==> src/rtl/rrs_pkg.sv <==
package rrs_pkg;
  localparam int unsigned ARR_COLS = 1280;
  localparam int unsigned ARR_ROWS = 1024;
  localparam int unsigned COL_GRP  = 8;
  localparam int unsigned WIN_N    = 8;
  localparam int unsigned GRP_N    = ARR_COLS / COL_GRP;
  localparam int unsigned RW       = $clog2(ARR_ROWS);
  localparam int unsigned CW       = $clog2(GRP_N);

  typedef struct packed {
    logic          en;
    logic [CW-1:0] xs;
    logic [CW-1:0] xe;
    logic [RW-1:0] ys;
    logic [RW-1:0] ye;
  } win_t;

  typedef enum logic [1:0] {
    SUB_FULL = 2'd0,
    SUB_1S1  = 2'd1,
    SUB_2S2  = 2'd2,
    SUB_RSV  = 2'd3
  } sub_e;

  typedef enum logic [2:0] {
    ST_IDLE, ST_FS, ST_ROW, ST_LS, ST_COL, ST_LE, ST_FE
  } st_e;

  function automatic logic keep(sub_e m, logic [1:0] lsb);
    case (m)
      SUB_1S1: keep = ~lsb[0];
      SUB_2S2: keep = ~lsb[1];
      default: keep = 1'b1;
    endcase
  endfunction
endpackage

==> src/rtl/rrs_regs.sv <==
module rrs_regs
  import rrs_pkg::*;
#(
  parameter int unsigned NWIN = WIN_N,
  parameter int unsigned GW   = 4
) (
  input  logic          clk_i,
  input  logic          rst_ni,
  input  logic          wr_en_i,
  input  logic [5:0]    wr_addr_i,
  input  logic [31:0]   wr_data_i,
  input  logic          load_i,
  output win_t          act_o [NWIN],
  output sub_e          sub_o,
  output logic [GW-1:0] gain_o
);
  win_t          sh_q [NWIN];
  sub_e          sub_sh_q;
  logic [GW-1:0] gain_sh_q;
  logic          unused_data;

  assign unused_data = ^wr_data_i;

  for (genvar i = 0; i < NWIN; i++) begin : g_win
    always_ff @(posedge clk_i or negedge rst_ni) begin
      if (!rst_ni) begin
        sh_q[i]  <= '0;
        act_o[i] <= '0;
      end else begin
        if (wr_en_i && !wr_addr_i[5] && (int'(wr_addr_i[4:2]) == i)) begin
          case (wr_addr_i[1:0])
            2'd0: begin
              sh_q[i].xs <= wr_data_i[CW-1:0];
              sh_q[i].xe <= wr_data_i[8 +: CW];
            end
            2'd1: begin
              sh_q[i].ys <= wr_data_i[RW-1:0];
              sh_q[i].ye <= wr_data_i[16 +: RW];
            end
            2'd2:    sh_q[i].en <= wr_data_i[0];
            default: ;
          endcase
        end
        if (load_i) act_o[i] <= sh_q[i];
      end
    end
  end

  always_ff @(posedge clk_i or negedge rst_ni) begin
    if (!rst_ni) begin
      sub_sh_q  <= SUB_FULL;
      gain_sh_q <= '0;
      sub_o     <= SUB_FULL;
      gain_o    <= '0;
    end else begin
      if (wr_en_i && wr_addr_i[5]) begin
        sub_sh_q  <= sub_e'(wr_data_i[1:0]);
        gain_sh_q <= wr_data_i[8 +: GW];
      end
      if (load_i) begin
        sub_o  <= sub_sh_q;
        gain_o <= gain_sh_q;
      end
    end
  end

  // active bank moves only on a load
  a_r9_act_hold: assert property (@(posedge clk_i) disable iff (!rst_ni)
    !$past(load_i) |-> $stable(gain_o) && $stable(sub_o));
endmodule

==> src/rtl/rrs_cover.sv <==
module rrs_cover
  import rrs_pkg::*;
#(
  parameter int unsigned NWIN = WIN_N
) (
  input  win_t          act_i [NWIN],
  input  logic [RW-1:0] row_i,
  input  logic [CW-1:0] col_i,
  output logic          any_live_o,
  output logic          row_hit_o,
  output logic          col_hit_o,
  output logic [RW-1:0] row_lo_o,
  output logic [RW-1:0] row_hi_o,
  output logic [CW-1:0] col_lo_o,
  output logic [CW-1:0] col_hi_o
);
  logic [NWIN-1:0] live, cov_r, cov_c;

  for (genvar i = 0; i < NWIN; i++) begin : g_cmp
    assign live[i]  = act_i[i].en && (act_i[i].xs <= act_i[i].xe) &&
                      (act_i[i].ys <= act_i[i].ye) &&
                      (act_i[i].xe < CW'(GRP_N));
    assign cov_r[i] = live[i] && (row_i >= act_i[i].ys) && (row_i <= act_i[i].ye);
    assign cov_c[i] = cov_r[i] && (col_i >= act_i[i].xs) && (col_i <= act_i[i].xe);
  end

  always_comb begin
    any_live_o = |live;
    row_hit_o  = |cov_r;
    col_hit_o  = |cov_c;
    row_lo_o   = '1;
    row_hi_o   = '0;
    col_lo_o   = '1;
    col_hi_o   = '0;
    for (int i = 0; i < NWIN; i++) begin
      if (live[i]) begin
        if (act_i[i].ys < row_lo_o) row_lo_o = act_i[i].ys;
        if (act_i[i].ye > row_hi_o) row_hi_o = act_i[i].ye;
      end
      if (cov_r[i]) begin
        if (act_i[i].xs < col_lo_o) col_lo_o = act_i[i].xs;
        if (act_i[i].xe > col_hi_o) col_hi_o = act_i[i].xe;
      end
    end
  end
endmodule

==> src/rtl/rrs_scan.sv <==
module rrs_scan
  import rrs_pkg::*;
(
  input  logic          clk_i,
  input  logic          rst_ni,
  input  logic          start_i,
  input  sub_e          sub_i,
  input  logic          any_live_i,
  input  logic          row_hit_i,
  input  logic          col_hit_i,
  input  logic [RW-1:0] row_lo_i,
  input  logic [RW-1:0] row_hi_i,
  input  logic [CW-1:0] col_lo_i,
  input  logic [CW-1:0] col_hi_i,
  output logic          load_o,
  output logic          busy_o,
  output logic [RW-1:0] row_o,
  output logic [CW-1:0] col_o,
  output logic          rd_o,
  output logic          fs_o,
  output logic          ls_o,
  output logic          le_o,
  output logic          fe_o
);
  st_e           st_q;
  logic [RW-1:0] row_q;
  logic [CW-1:0] col_q;
  logic          row_keep, col_keep;

  assign row_keep = keep(sub_i, row_q[1:0]);
  assign col_keep = keep(sub_i, col_q[1:0]);
  assign load_o   = (st_q == ST_IDLE) && start_i;

  always_ff @(posedge clk_i or negedge rst_ni) begin
    if (!rst_ni) begin
      st_q  <= ST_IDLE;
      row_q <= '0;
      col_q <= '0;
    end else begin
      case (st_q)
        ST_IDLE: if (start_i) st_q <= ST_FS;
        ST_FS: begin
          row_q <= row_lo_i;
          st_q  <= any_live_i ? ST_ROW : ST_FE;
        end
        ST_ROW: begin
          if (row_hit_i && row_keep) begin
            col_q <= col_lo_i;
            st_q  <= ST_LS;
          end else if (row_q >= row_hi_i) begin
            st_q <= ST_FE;
          end else begin
            row_q <= row_q + 1'b1;
          end
        end
        ST_LS: st_q <= ST_COL;
        ST_COL: begin
          if (col_q >= col_hi_i) st_q <= ST_LE;
          else                   col_q <= col_q + 1'b1;
        end
        ST_LE: begin
          if (row_q >= row_hi_i) st_q <= ST_FE;
          else begin
            row_q <= row_q + 1'b1;
            st_q  <= ST_ROW;
          end
        end
        ST_FE:   st_q <= ST_IDLE;
        default: st_q <= ST_IDLE;
      endcase
    end
  end

  assign busy_o = (st_q != ST_IDLE);
  assign row_o  = row_q;
  assign col_o  = col_q;
  assign rd_o   = (st_q == ST_COL) && col_hit_i && col_keep;
  assign fs_o   = (st_q == ST_FS);
  assign ls_o   = (st_q == ST_LS);
  assign le_o   = (st_q == ST_LE);
  assign fe_o   = (st_q == ST_FE);

  a_r11_one_event: assert property (@(posedge clk_i) disable iff (!rst_ni)
    $onehot0({rd_o, fs_o, ls_o, le_o, fe_o}));
  a_r11_event_busy: assert property (@(posedge clk_i) disable iff (!rst_ni)
    (rd_o || fs_o || ls_o || le_o || fe_o) |-> busy_o);
  a_r4_rd_covered: assert property (@(posedge clk_i) disable iff (!rst_ni)
    rd_o |-> row_hit_i && col_hit_i);
  a_r8_empty_frame: assert property (@(posedge clk_i) disable iff (!rst_ni)
    fs_o && !any_live_i |=> fe_o);
  a_r10_single_start: assert property (@(posedge clk_i) disable iff (!rst_ni)
    fs_o |=> !fs_o && busy_o);
  a_r4_line_bracket: assert property (@(posedge clk_i) disable iff (!rst_ni)
    ls_o |=> !fe_o && !ls_o && !le_o);
endmodule

==> src/rtl/roi_read_seq.sv <==
module roi_read_seq
  import rrs_pkg::*;
#(
  parameter int unsigned NWIN = WIN_N,
  parameter int unsigned GW   = 4
) (
  input  logic          clk_i,
  input  logic          rst_ni,
  input  logic          wr_en_i,
  input  logic [5:0]    wr_addr_i,
  input  logic [31:0]   wr_data_i,
  input  logic          start_i,
  output logic          busy_o,
  output logic [RW-1:0] row_o,
  output logic [CW-1:0] col_o,
  output logic          rd_o,
  output logic          frame_start_o,
  output logic          line_start_o,
  output logic          line_end_o,
  output logic          frame_end_o,
  output logic [GW-1:0] gain_o
);
  win_t          act [NWIN];
  sub_e          sub;
  logic          load;
  logic          any_live, row_hit, col_hit;
  logic [RW-1:0] row_lo, row_hi;
  logic [CW-1:0] col_lo, col_hi;

  rrs_regs #(.NWIN(NWIN), .GW(GW)) u_regs (
    .clk_i, .rst_ni, .wr_en_i, .wr_addr_i, .wr_data_i,
    .load_i (load),
    .act_o  (act),
    .sub_o  (sub),
    .gain_o (gain_o)
  );

  rrs_cover #(.NWIN(NWIN)) u_cover (
    .act_i      (act),
    .row_i      (row_o),
    .col_i      (col_o),
    .any_live_o (any_live),
    .row_hit_o  (row_hit),
    .col_hit_o  (col_hit),
    .row_lo_o   (row_lo),
    .row_hi_o   (row_hi),
    .col_lo_o   (col_lo),
    .col_hi_o   (col_hi)
  );

  rrs_scan u_scan (
    .clk_i, .rst_ni, .start_i,
    .sub_i      (sub),
    .any_live_i (any_live),
    .row_hit_i  (row_hit),
    .col_hit_i  (col_hit),
    .row_lo_i   (row_lo),
    .row_hi_i   (row_hi),
    .col_lo_i   (col_lo),
    .col_hi_i   (col_hi),
    .load_o     (load),
    .busy_o     (busy_o),
    .row_o      (row_o),
    .col_o      (col_o),
    .rd_o       (rd_o),
    .fs_o       (frame_start_o),
    .ls_o       (line_start_o),
    .le_o       (line_end_o),
    .fe_o       (frame_end_o)
  );

  a_r9_gain_frozen: assert property (@(posedge clk_i) disable iff (!rst_ni)
    busy_o && $past(busy_o) |-> $stable(gain_o));
  a_r3_busy_ends_on_fe: assert property (@(posedge clk_i) disable iff (!rst_ni)
    $fell(busy_o) |-> $past(frame_end_o));
  a_r3_fs_after_start: assert property (@(posedge clk_i) disable iff (!rst_ni)
    !busy_o && start_i |=> frame_start_o);
endmodule

==> config.mk <==
export PLATFORM = sky130hd
export DESIGN_NAME = roi_read_seq
export DESIGN_NICKNAME = d
export VERILOG_FILES = /design/src/rtl/rrs_pkg.sv /design/src/rtl/rrs_regs.sv /design/src/rtl/rrs_cover.sv /design/src/rtl/rrs_scan.sv /design/src/rtl/roi_read_seq.sv
export SDC_FILE = /design/constraint.sdc
export NUM_CORES = 2
export LEC_CHECK = 0
export ABC_AREA = 1
export BUFFER_PORTS_ARGS = -buffer_cell sky130_fd_sc_hd__buf_2
export CAP_MARGIN = 30
export CORE_AREA = 3 3 269 271
export DETAILED_ROUTE_END_ITERATION = 10
export DIE_AREA = 0 0 272 274
export GPL_TIMING_DRIVEN = 0
export MAX_ROUTING_LAYER = met4
export PLACE_DENSITY = 0.75
export SKIP_CTS_REPAIR_TIMING = 1
export SLEW_MARGIN = 20
export SYNTH_ARGS = -nofsm -noshare
export SYNTH_HDL_FRONTEND = slang
export SYNTH_SLANG_ARGS = --single-unit
==> constraint.sdc <==
create_clock -name clk_i -period 26.7 [get_ports clk_i]
set_input_delay 1.335 -clock clk_i [delete_from_list [all_inputs] [get_ports clk_i]]
set_output_delay 1.335 -clock clk_i [all_outputs]
set_load 0.02 [all_outputs]
-- After elaboration in Yosys (flattened, before gate mapping)
Cells that the tools add are included.
- register bits: 625
- output and inout bits: 28
- logic and storage cells: 392
- add/sub/neg operators: 2
- $lt $le $gt $ge: 90
- equality and inequality tests: 23
- multiplexer cells: 79
- bitwise operators: 4
- reductions and logical operators: 107
- operators by type and width (operator ; count):
    $mux W10 ; 34
    $mux W8 ; 34
    $le A10 B10 Y1 ; 16
    $le A8 B8 Y1 ; 16
    $ge A10 B10 Y1 ; 9
    $ge A8 B8 Y1 ; 9
    $lt A8 B8 Y1 const B ; 9
    $gt A10 B10 Y1 ; 7
    $logic_and A1 B1 Y1 ; 70
    $lt A10 B10 Y1 ; 7
    $gt A8 B8 Y1 ; 7
    $lt A8 B8 Y1 ; 7
    $reduce_and A2 Y1 ; 25
    $pmux W10 S3 ; 1
    $reduce_or A8 Y1 ; 3
    $eq A3 B3 Y1 const B ; 7
    $mux W3 ; 6
    $pmux W3 S6 ; 1
    $pmux W8 S2 ; 1
    $eq A3 B2 Y1 const B ; 4
    $add A10 B1 Y10 const B ; 1
    $gt A10 B1 Y1 const B ; 1
    $lt A10 B10 Y1 const B ; 1
    $add A8 B1 Y8 const B ; 1
    15 further kinds ; 28

-- Logic depth before layout (Yosys ltp)
- depth in word-level cells: 31
- depth in mapped cells: 127
- gate-level depth less buffers: 119

-- Cells and area by module
A second synthesis with hierarchy kept.
- cells, all modules: 5370
- area total of the unflattened synthesis: 44921.8 um^2
- by module, submodules not included (module ; times used ; cells an instance ; area an instance (um^2)):
    rrs_regs ; 1 ; 2040 ; 23608.9
    rrs_cover ; 1 ; 3017 ; 19199.7
    rrs_scan ; 1 ; 313 ; 2113.3

-- Least setup slack after synthesis
Ideal clock, no wire load.
- path type: register to register
- from: register u_scan.row_q[5], in the netlist u_scan.row_o[5]
- to: register u_scan.col_q[0], in the netlist u_scan.col_o[0]
- library setup time: 0.123 ns
- data arrival time: 14.323 ns
- required time: 26.577 ns
- setup slack: 12.255 ns
- cell stages (with the launch flop): 90
- path buffers: 8
- path through: dfrtp_1 -> ha_1 -> nand2_1 -> inv_1 -> nand2_1 -> nand2_1 -> nand2_1 -> nand3_1 -> nand2_1 -> nand2_1 -> nor2_1 -> clkinv_1 -> nor2_1 -> inv_1 -> ha_1 -> nand4_1 -> o221a_2 -> or3_1 -> [... 54 more ...] -> nor2_1 -> a211oi_1 -> nor2_1 -> o221ai_1 -> clkbuf_1 -> o21ai_0 -> ha_1 -> a21boi_0 -> o21a_1 -> o21a_1 -> o21ai_0 -> nand2_1 -> a21oi_1 -> o211ai_1 -> nand2_1 -> clkinv_1 -> a21oi_1 -> a21oi_1
- longest elaborated chain between the ends: 28
- elaborated cells on any way between the ends: 84
- RTL lines (element ; line ; text):
    from (decl) ; rrs_scan.sv:26 ; logic [RW-1:0] row_q;
    from (signal assigned) ; rrs_scan.sv:43 ; row_q <= row_lo_i;
    from (signal assigned) ; rrs_scan.sv:53 ; row_q <= row_q + 1'b1;
    from (signal assigned) ; rrs_scan.sv:64 ; row_q <= row_q + 1'b1;
    $ge A10 B10 Y1 ; rrs_cover.sv:23 ; assign cov_r[i] = live[i] && (row_i >= act_i[i].ys) && (row_i <= act_i[i].ye);
    $logic_and A1 B1 Y1 (2 in a row) ; rrs_cover.sv:23 ;
    $mux W8 ; rrs_cover.sv:40 ; if (cov_r[i]) begin
    $gt A8 B8 Y1 ; rrs_cover.sv:42 ; if (act_i[i].xe > col_hi_o) col_hi_o = act_i[i].xe;
    $mux W8 ; rrs_cover.sv:42 ;
    $mux W8 ; rrs_cover.sv:40 ;
    $gt A8 B8 Y1 ; rrs_cover.sv:42 ;
    $mux W8 ; rrs_cover.sv:42 ;
    [... 11 more ...] ; - ;
    $mux W8 ; rrs_cover.sv:42 ;
    $mux W8 ; rrs_cover.sv:40 ;
    $gt A8 B8 Y1 ; rrs_cover.sv:42 ;
    $mux W8 ; rrs_cover.sv:42 ;
    $mux W8 ; rrs_cover.sv:40 ;
    $ge A8 B8 Y1 ; rrs_scan.sv:58 ; if (col_q >= col_hi_i) st_q <= ST_LE;
    $ne A2 B2 Y1 (no line) ; - ;
    $reduce_and A3 Y1 (no line) ; - ;
    to (signal assigned) ; rrs_scan.sv:48 ; col_q <= col_lo_i;
    to (signal assigned) ; rrs_scan.sv:59 ; else col_q <= col_q + 1'b1;
    to (decl) ; rrs_scan.sv:27 ; logic [CW-1:0] col_q;
Parallel ways exist; a longest one is shown, timed or not. The select of a mux whose other input is x is not followed.
A chain may end at the register's enable or synchronous reset.

-- Final worst setup path
- from: register u_regs.act_o[264] (netlist bit)
- to: register u_scan.col_q[2], in the netlist u_scan.col_o[2]
- longest elaborated chain between the ends: 30
- elaborated cells on any way between the ends: 58
- RTL lines (element ; line ; text):
    from (decl) ; rrs_regs.sv:13 ; output win_t act_o [NWIN],
    from (signal, indexed assignment) ; rrs_regs.sv:44 ; if (load_i) act_o[i] <= sh_q[i];
    $le A10 B10 Y1 ; rrs_cover.sv:21 ; (act_i[i].ys <= act_i[i].ye) &&
    $logic_and A1 B1 Y1 ; rrs_cover.sv:20 ; assign live[i] = act_i[i].en && (act_i[i].xs <= act_i[i].xe) &&
    $logic_and A1 B1 Y1 ; rrs_cover.sv:21 ;
    $logic_and A1 B1 Y1 ; rrs_cover.sv:23 ;
    $logic_and A1 B1 Y1 * ; rrs_cover.sv:23 ;
    $mux W8 ; rrs_cover.sv:40 ;
    $gt A8 B8 Y1 ; rrs_cover.sv:42 ;
    $mux W8 ; rrs_cover.sv:42 ;
    [... 14 more ...] ; - ;
    $mux W8 ; rrs_cover.sv:42 ;
    $mux W8 ; rrs_cover.sv:40 ;
    $gt A8 B8 Y1 ; rrs_cover.sv:42 ;
    $mux W8 ; rrs_cover.sv:42 ;
    $mux W8 ; rrs_cover.sv:40 ;
    $ge A8 B8 Y1 ; rrs_scan.sv:58 ;
    $ne A2 B2 Y1 (no line) ; - ;
    $reduce_and A3 Y1 (no line) ; - ;
Every way passes the cells marked *; elsewhere a longest branch is shown, timed or not. The select of a mux whose other input is x is not followed.

==> impl_results.md <==
- Status: finished clean
- Cell mode on critical path: nand2_1
- YS warnings: 0
- Sum of buffers and inverters on the critical path: 18
- Leakage: between 0.02 and 0.025 uW
- IO Port Bufs: 63
- Share of layout cells above drive strength 1: ~5.1%
- Fill count: roughly 6000
- Final Hold Fails: 0
- H-tree Lvls: 3
- Final RePlAce weighted congestion: 0.972
- Grt ovf: 0
- Iter 0 DRT Violations: ~3600
- Max Clock Skew: between 0.02 and 0.025 ns
- Prevailing post-synth register cell: dfrtp_1
- Asr flop ratio synth: 100%
- Drt pass-1 iters: 5
- Clock buffer depth: 3
- Inserted Clock Buffers: just over 70
- Core area: 70000 sq um
- Int Pwr: 3450 uW
- Tmin final: roughly 19 ns
- Post-synth EDFFs: 0
- Largest area contributor in the netlist: dfrtp_1
- CP Capture Type: flop
- Post-layout net count: ~6000
- Peak VDD IR: 87.2 uV
- CP Max Fanout: 10
- DR vias/cell: a little under 6
- CTS tree: yes
- Seq pwr share: between 20% and 30%
- Setup_tns: 0 ns
- Hpwl dp: a little under 100 mm
- # setup viols final: 0
- Register area share after synthesis: between 30% and 40%
- Die Width: 272 um
- Total routed wirelength: ~130 mm
- Share of total power in the clock network: 14.7%
- Slew margin rel.: between 20 and 30%
- Row count: 97
- Ports: 70
- Root Buffer: clkbuf_16
- Layout area overhead: 10.0%
- Starting Density: 59.7%
- Unrepaired setup endpoints after global routing: no
- Clock Latency Late Sink: 0.62 ns
- Antenna violations before repair: 4
- Fmax: between 50 and 60 MHz
- DRC viols: 0
- Worst EP arrival: 19.03 ns
- Fin crit share: between 60% and 70%
- Crit path kind: flop to flop
- PD cells: about 150 nW/um^2
- Largest net degree at the start of global routing: between 90 and 100
- First-pass GRT wire length: between 200 and 250 mm
- CP peak stage delay: just under 0.6 ns
- Syn Inst Count: 5233
- Maxcap violations: 0
- Top post-synthesis cells by area: dfrtp_1, ha_1, nand2_1
- CP top delay family: compound AO/OA/AOI/OAI gates
- Psw: between 3000 and 4000 uW
- Vias in the first global route: around 36000
- Total power: around 6900 uW
- Mapped cell area: 41800 sq um
- Hold WC Path Type: flop to flop
- Die Ht: 274 um
- Netlist cell types: 56
- Antenna Nets Post-Route: 0
- CTS clk-pin slew, worst paths: 0.06 ns
- Switching Share: between 50% and 60%
- GRT Total Usage: between 30% and 40%
- Clock sinks: 625
- Critical path required time: about 27 ns
- CP max stage cell: nor2_1
- #FFs+latches synth: roughly 630
- Wire per inst: around 21 um
- Total die area: 74500 sq um
- Share of the synthesized area in the top cell type: a little under two fifths
- Post-Syn Area per Cell: around 8.0 sq um
- Synthesized Nets: just under 6000
- Pins over their slew limit: 0
- CP startpoint kind: flop
- Comb pwr share: between 60% and 70%
- Worst Tran Pin Value: 1.09 ns
- Via Count: roughly 38000
cell usage in the layout (no fill, tap or decap), drive strengths merged, types with 10 or more instances in the layout:
cell type and n:
nor2 520, nand2 994, a21boi 22, o21ai 590, o211ai 29, clkinv 17
dfrtp 625, nand3 155, buf 85, a211oi 19, a21oi 572, inv 612
a221oi 10, clkbuf 265, nand4 43, ha 682, nor3 29, o21a 32
o21bai 34, and2 10
tightest hold or removal path: stages (launching register included):
cell     delay [ns]
dfrtp_1        0.34
nand2_1        0.05
o21ai_0        0.06
area by class of cell:
class,count,area (sq um),share of cell area [%]
clock buffers,99,2090,4.55
inverters,612,2300,4.99
diodes,2,5.00,0.0109
repair buffers,76,584,1.27
clock inverters,26,299,0.650
plain buffers,175,687,1.49
multi-input cells,3821,23200,50.4
well taps,940,1180,2.56
flip-flops and latches,625,15700,34.0
final timing paths:
check	start	endpoint	slack, ns	depth (start not counted)
min in group asynchronous	rst_ni	u_scan.col_o[2]$_DFFE_PN0P_	0.64	1
worst min-delay path	u_regs.sh_q[71]$_DFFE_PN0P_	u_regs.sh_q[71]$_DFFE_PN0P_	0.48	2
worst min register to register	u_regs.sh_q[71]$_DFFE_PN0P_	u_regs.sh_q[71]$_DFFE_PN0P_	0.48	2
worst max-delay path	u_regs.act_o[264]$_DFFE_PN0P_	u_scan.col_o[2]$_DFFE_PN0P_	8.16	90
max in group asynchronous	rst_ni	u_regs.act_o[262]$_DFFE_PN0P_	24.51	4
worst max register to register	u_regs.act_o[264]$_DFFE_PN0P_	u_scan.col_o[2]$_DFFE_PN0P_	8.16	90
cell families (layout without fill, tap and decap cells):
group                      Yosys count  after routing  share of synthesized area [%]
buffers and inverters              787            988                           7.13
other                                0              2                              0
DFF                                625            625                           37.4
xor gates and xnor gates             2              2                         0.0419
adders and majority gates          682            682                           20.4
and+or+nand+nor                   1765           1765                           17.1
muxes                               10             10                          0.266
AOI/OAI and AO/OA                 1362           1362                           17.7
cell usage after synthesis, drive strengths merged (10+ instances only):
cell and number:
nand2 994, ha 682, dfrtp 625, inv 610, o21ai 590, a21oi 572, nor2 520, clkbuf 166
nand3 155, nand4 43, o21bai 34, o21a 32, nor3 29, o211ai 29, a21boi 22, a211oi 19
a221oi 10, and2 10
power by group through the flow:
stage	Clock (uW)	Sequential [uW]	Combinational, uW
detailed placement	0	1680	4120
floorplan	0	1520	3040
CTS	1020	1670	4160
global placement	0	1680	3950
global route	1060	1720	4860
finish	1020	1690	4200
metal layers:
layer  track usage (%)  vias to the layer above  share of wire, %
met2              55.1                     1414                44
met1              48.5                    17888                43
li1                  -                    17954                 -
met4              13.8                        0               4.4
met3              6.58                      333               8.7
met5                 -                        -                 0
through the flow:
| stage | instance area, sq um | cells | utilization, % | hold slack [ns] | worst slack, ns |
|---|---|---|---|---|---|
| final | 46000 | 6376 | 65.7 | 0.483 | 8.16 |
| after global routing | 46000 | 6376 | 65.7 | 0.504 | 6.34 |
| after floorplan | 41800 | 5233 | - | 0.449 | 12.25 |
| after detailed placement | 43600 | 6247 | 62.2 | 0.473 | 8.50 |
| after global placement | 43300 | 6236 | 61.8 | 0.464 | 8.19 |
| after CTS | 46000 | 6372 | 65.7 | 0.488 | 8.43 |
flip-flops by register name, summed over array words and instances (netlist names):
| name | flops |
|---|---|
| u_regs.act_o | 296 |
| u_regs.gain_o | 4 |
| u_regs.gain_sh_q | 4 |
| u_regs.sh_q | 296 |
| u_regs.sub_o | 2 |
| u_regs.sub_sh_q | 2 |
| u_scan.col_o | 8 |
| u_scan.row_o | 10 |
| u_scan.st_q | 3 |
(Power assumes the default switching activity.)
